`src/rtl/iqs_pkg.sv`:
```
package iqs_pkg;

   typedef enum logic [1:0] {
      ST_IDLE  = 2'd0,
      ST_WAIT  = 2'd1,
      ST_SHIFT = 2'd2
   } iqs_state_e;

   typedef enum logic {
      LANE_I = 1'b0,
      LANE_Q = 1'b1
   } iqs_lane_e;

   localparam int IQS_LANES = 2;

endpackage

```
`src/rtl/iqs_fetch_ctrl.sv`:
```
module iqs_fetch_ctrl
   import iqs_pkg::*;
#(
   parameter int WORD_W = 32,
   localparam int CNT_W = $clog2(WORD_W) + 1
) (
   input  logic clk,
   input  logic rst,
   input  logic fifo_empty,
   output logic rd_en,
   output logic load_en,
   output logic shift_en,
   output logic word_done,
   output logic busy
);

   localparam logic [CNT_W-1:0] LAST_IDX = CNT_W'(WORD_W - 1);

   iqs_state_e       state_q, state_d;
   logic [CNT_W-1:0] bit_cnt_q;

   always_comb begin
      state_d = state_q;
      unique case (state_q)
         ST_IDLE:  if (!fifo_empty) state_d = ST_WAIT;
         ST_WAIT:  state_d = ST_SHIFT;
         ST_SHIFT: if (bit_cnt_q == LAST_IDX) state_d = ST_IDLE;
         default:  state_d = ST_IDLE;
      endcase
   end

   always_ff @(posedge clk) begin
      if (rst) begin
         state_q   <= ST_IDLE;
         bit_cnt_q <= '0;
      end else begin
         state_q <= state_d;
         if (load_en || word_done)
            bit_cnt_q <= '0;
         else if (shift_en)
            bit_cnt_q <= bit_cnt_q + 1'b1;
      end
   end

   assign rd_en     = !rst && (state_q == ST_IDLE) && !fifo_empty;
   assign load_en   = (state_q == ST_WAIT);
   assign shift_en  = (state_q == ST_SHIFT);
   assign word_done = shift_en && (bit_cnt_q == LAST_IDX);
   assign busy      = (state_q != ST_IDLE) || rd_en;

endmodule

```
`src/rtl/iqs_shift_reg.sv`:
```
module iqs_shift_reg #(
   parameter int WORD_W = 32
) (
   input  logic              clk,
   input  logic              rst,
   input  logic              load_en,
   input  logic              shift_en,
   input  logic [WORD_W-1:0] load_data,
   output logic              ser_bit
);

   logic [WORD_W-1:0] hold_q;

   always_ff @(posedge clk) begin
      if (rst)
         hold_q <= '0;
      else if (load_en)
         hold_q <= load_data;
      else if (shift_en)
         hold_q <= {1'b0, hold_q[WORD_W-1:1]};
   end

   assign ser_bit = hold_q[0];

endmodule

```
`src/rtl/iqs_lane_steer.sv`:
```
module iqs_lane_steer
   import iqs_pkg::*;
(
   input  logic clk,
   input  logic rst,
   input  logic word_done,
   input  logic shifting,
   input  logic ser_bit,
   output logic pin_i,
   output logic pin_q
);

   iqs_lane_e              lane_q;
   logic [IQS_LANES-1:0]   lane_out;

   always_ff @(posedge clk) begin
      if (rst)
         lane_q <= LANE_I;
      else if (word_done)
         lane_q <= (lane_q == LANE_I) ? LANE_Q : LANE_I;
   end

   for (genvar l = 0; l < IQS_LANES; l++) begin : g_lane
      assign lane_out[l] = shifting && (int'(lane_q) == l) && ser_bit;
   end

   assign pin_i = lane_out[int'(LANE_I)];
   assign pin_q = lane_out[int'(LANE_Q)];

endmodule

```
`src/rtl/iq_serializer.sv`:
```
module iq_serializer #(
   parameter int WORD_W = 32
) (
   input  logic              clk,
   input  logic              rst,
   input  logic [WORD_W-1:0] fifo_rd_data,
   input  logic              fifo_empty,
   output logic              fifo_rd_en,
   output logic              pin_i,
   output logic              pin_q,
   output logic              busy
);

   if (WORD_W < 2) begin : g_bad_width
      $error("iq_serializer: WORD_W must be at least 2");
   end

   logic load_en;
   logic shift_en;
   logic word_done;
   logic ser_bit;

   iqs_fetch_ctrl #(.WORD_W(WORD_W)) u_ctrl (
      .clk       (clk),
      .rst       (rst),
      .fifo_empty(fifo_empty),
      .rd_en     (fifo_rd_en),
      .load_en   (load_en),
      .shift_en  (shift_en),
      .word_done (word_done),
      .busy      (busy)
   );

   iqs_shift_reg #(.WORD_W(WORD_W)) u_shreg (
      .clk      (clk),
      .rst      (rst),
      .load_en  (load_en),
      .shift_en (shift_en),
      .load_data(fifo_rd_data),
      .ser_bit  (ser_bit)
   );

   iqs_lane_steer u_steer (
      .clk      (clk),
      .rst      (rst),
      .word_done(word_done),
      .shifting (shift_en),
      .ser_bit  (ser_bit),
      .pin_i    (pin_i),
      .pin_q    (pin_q)
   );

endmodule

```
`config.mk`:
```
export PLATFORM = sky130hd
export DESIGN_NAME = iq_serializer
export DESIGN_NICKNAME = d
export VERILOG_FILES = /design/src/rtl/iqs_pkg.sv /design/src/rtl/iqs_fetch_ctrl.sv /design/src/rtl/iqs_shift_reg.sv /design/src/rtl/iqs_lane_steer.sv /design/src/rtl/iq_serializer.sv
export SDC_FILE = /design/constraint.sdc
export NUM_CORES = 1
export LEC_CHECK = 0
export ABC_CLOCK_PERIOD_IN_PS = 1200
export BUFFER_PORTS_ARGS = -buffer_cell sky130_fd_sc_hd__clkbuf_2
export CELL_PAD_IN_SITES_DETAIL_PLACEMENT = 0
export CELL_PAD_IN_SITES_GLOBAL_PLACEMENT = 1
export CORE_MARGIN = 4
export CORE_UTILIZATION = 37
export DETAILED_ROUTE_END_ITERATION = 8
export PLACE_DENSITY_LB_ADDON = 0.1
export SETUP_SLACK_MARGIN = 0.2
export SKIP_CTS_REPAIR_TIMING = 1
export SLEW_MARGIN = 0
export SYNTH_ARGS = -nofsm -noshare
export SYNTH_HDL_FRONTEND = slang
export SYNTH_SLANG_ARGS = --single-unit
export TNS_END_PERCENT = 50
```
`constraint.sdc`:
```
create_clock -name clk -period 1.2 [get_ports clk]
set_input_delay 0 -clock clk [delete_from_list [all_inputs] [get_ports clk]]
set_output_delay 0 -clock clk [all_outputs]
set_load 0.1 [all_outputs]
```
==> metrics.yaml <==
run_status:
  outcome: "finished, violations left"
  violations: "negative setup slack"
synthesis:
  syn_area_mm2: 0.001937
  postSynth.asyncResetShare_pct: 0
  synthSimpleGateAreaFrac_pct: 13.31
  synth_seq_cells: 41
  synth_top_family_by_area: "multiplexers"
  synth_top_area_share_pct: 42.38
  synthFlopType: "dfxtp_1"
  muxShareOfSynthArea_pct: 17.57
  synth_nets: 239
  synthCells: 199
  ys.warnings.count: 0
  ys_top_cells_by_count: "dfxtp_1 (41), nor2_1 (36), mux2i_1 (34), a211oi_1 (31)"
  yosysUniqueCellTypes: 27
  synthAdderAreaFrac_pct: 3.230
  synth_edf_count: 0
  synth_compound_area_share_pct: 14.53
  syn_avg_cell_area_um2: 9.733
  seq_area_frac_synth_pct: 42.38
  yosysMostFrequentCell: "dfxtp_1"
  synth.top_cells.by_area: "dfxtp_1 (42%), mux2i_1 (18%), a211oi_1 (12%)"
  synth_top_area_cell: "dfxtp_1"
  synthXorXnorAreaFrac_pct: 1.809
floorplanning:
  die_h_um: 80.35
  num_rows: 26
  die-width_um: 80.35
  start_util_pct: 38.17
  fp.dieArea_mm2: 0.006456
  io_pins: 39
  core_area_mm2: 0.005075
worst_setup_path:
  worst_setup_path_end_kind: "output pin"
  cpMaxStageDelayCell: "dfxtp_4"
  startpoint_type: "flip-flop"
  required_ns: 1.20
  path_delay_family: "flip-flops"
  max_stage_delay_ns: 0.37
  crit_fanout: 3
  worstSetupPathType: "reg -> out"
  critPathArrivalTime_ns: 1.38
  crit_chain: "inv_4 > ha_4 > buf_6 > nor3b_4 > buf_12"
  crit_buf_inv: 3
global_routing:
  grt_pass1_wl_mm: 6.865
  grt_use_total_pct: 13.50
  grt_max_degree: 29
  overflow: 0
  grt_pass1_vias: 1550
  antenna_found_initial: 0
routing:
  vias: 1687
  via_per_inst: 5.036
  wl_per_cell_um: 14.78
  drc: 0
  drt_iter0_drc: 50
  ant_nets: 0
  drt_pass1_iterations: 4
  wl_mm: 4.952
pwr:
  vdd_drop_max_v: 0.001480
  leakagePower_uw: 0.001145
  power_density_mw_per_mm2: 2714
timing:
  maxSlewViolCount: 0
  clock-skew-final_ns: 0.006263
  worst_hold_slack_ns: 0.02777
  worst_pin_slew_ns: 0.2601
  setup-violations-final: 43
  period_share_pct: 115.4
  hold_violations: 0
  fin_crit_ns: 1.384
  fmax_ghz: 0.7223
  slew_headroom_pct: 82.64
  layout_setup_ws_ns: -0.1844
  rsz0062_at_grt: "true"
cts:
  clkTransAtPathRegs_ns: 0.08
  clockBufferDepth: 2
  numCtsBuffers: 5
  cts_sinks: 41
  clock_latency_ns: 0.29
  cts-root-buf: "clkbuf_8"
  cts_tree: "yes"
  h-tree-depth: 2
placed_design:
  dp_cells: 310
  globalplace.congestion: 0.6814
  port_buffers: 38
  dp_hpwl_mm: 3.068
final_layout:
  drive_gt1_share_pct: 49.81
  instances_no_fill: 335
  insertedDiodeCount: 0
  n_fill_cell: 473
  fin_nets: 304
  area_growth_pct: 54.65
job:
  cap_violations: 0
hold_path:
  hold_class: "in -> reg"
==> area by class of cell <==
class / instances / area (um^2) / area share, %
sequential: 41 / 830.8 / 27.74
inverter: 3 / 16.27 / 0.5430
clock inverter: 2 / 10.01 / 0.3342
clock buffer: 6 / 72.57 / 2.423
multi-input combinational: 139 / 1250 / 41.73
tap: 70 / 87.58 / 2.924
timing repair buffer: 74 / 728.2 / 24.31
==> metal layers <==
layer	wire length (um)	track usage [%]	up-vias
li1	-	-	843
met1	2242	16.74	807
met2	2471	22.52	30
met4	54	3.547	0
met5	0	0	-
met3	184	4.260	7
==> cell families (layout without fill, tap and decap cells) <==
| family | Yosys count | in the layout |
|---|---|---|
| xor gates and xnor gates | 4 | 4 |
| AOI/OAI and AO/OA | 40 | 40 |
| muxes | 34 | 34 |
| and+or+nand+nor | 56 | 56 |
| adders and majority gates | 5 | 5 |
| buffers and inverters | 19 | 85 |
| DFF | 41 | 41 |
==> power breakdown <==
| part | total, uW | switching, uW | internal [uW] |
|---|---|---|---|
| Sequential | 1990 | 245 | 1750 |
| Clock | 882 | 478 | 404 |
| Combinational | 5250 | 2410 | 2840 |
==> worst paths after layout <==
| path | cells past startpoint | slack (ns) | to | startpoint |
|---|---|---|---|---|
| hold reg to reg | 2 | 0.48 | u_shreg.hold_q[11] | u_shreg.hold_q[11] |
| hold / removal | 3 | 0.03 | u_shreg.hold_q[11] | fifo_rd_data[11] |
| setup reg to reg | 5 | -0.17 | u_shreg.hold_q[25] | u_ctrl.state_q[0] |
| setup / recovery | 5 | -0.18 | fifo_rd_en | u_ctrl.state_q[0] |
==> sequential cells by signal, indices dropped and copies added (netlist names) <==
register and flops:
u_shreg.hold_q 32, u_ctrl.bit_cnt_q 6, u_ctrl.state_q 2, u_steer.lane_q 1
==> metrics by stage <==
step	instance area, um^2	total power, uW	setup TNS [ns]	util, %	worst slack (ns)
final	2995	8129	-4.849	59.02	-0.1844
after global routing	2995	8612	-6.954	59.02	-0.2268
after CTS	2482	6359	-5.486	48.92	-0.3423
after detailed placement	2400	5466	-3.583	47.29	-0.1970
after global placement	2400	5319	-2.205	47.29	-0.1050
after floorplan	2019	4697	-1.388	-	-0.1754
==> worst min-delay path, delay by kind of cell <==
kind	cells	cell delay, ns
multiplexers	1	0.12
buffers and inverters	1	0.08
AO/OA/AOI/OAI	1	0.08
==> layout by cell type, fill, tap and decap left out, types with 7 or more instances in the layout <==
master	synthesis	final
a211oi_1	31	15
a211oi_2	0	16
buf_12	0	9
buf_4	0	16
clkbuf_16	0	7
clkbuf_2	0	34
dfxtp_1	41	37
mux2i_1	34	27
nor2_1	36	27
nor2_2	0	8
Note: power is estimated with default switching activity, not from simulation.
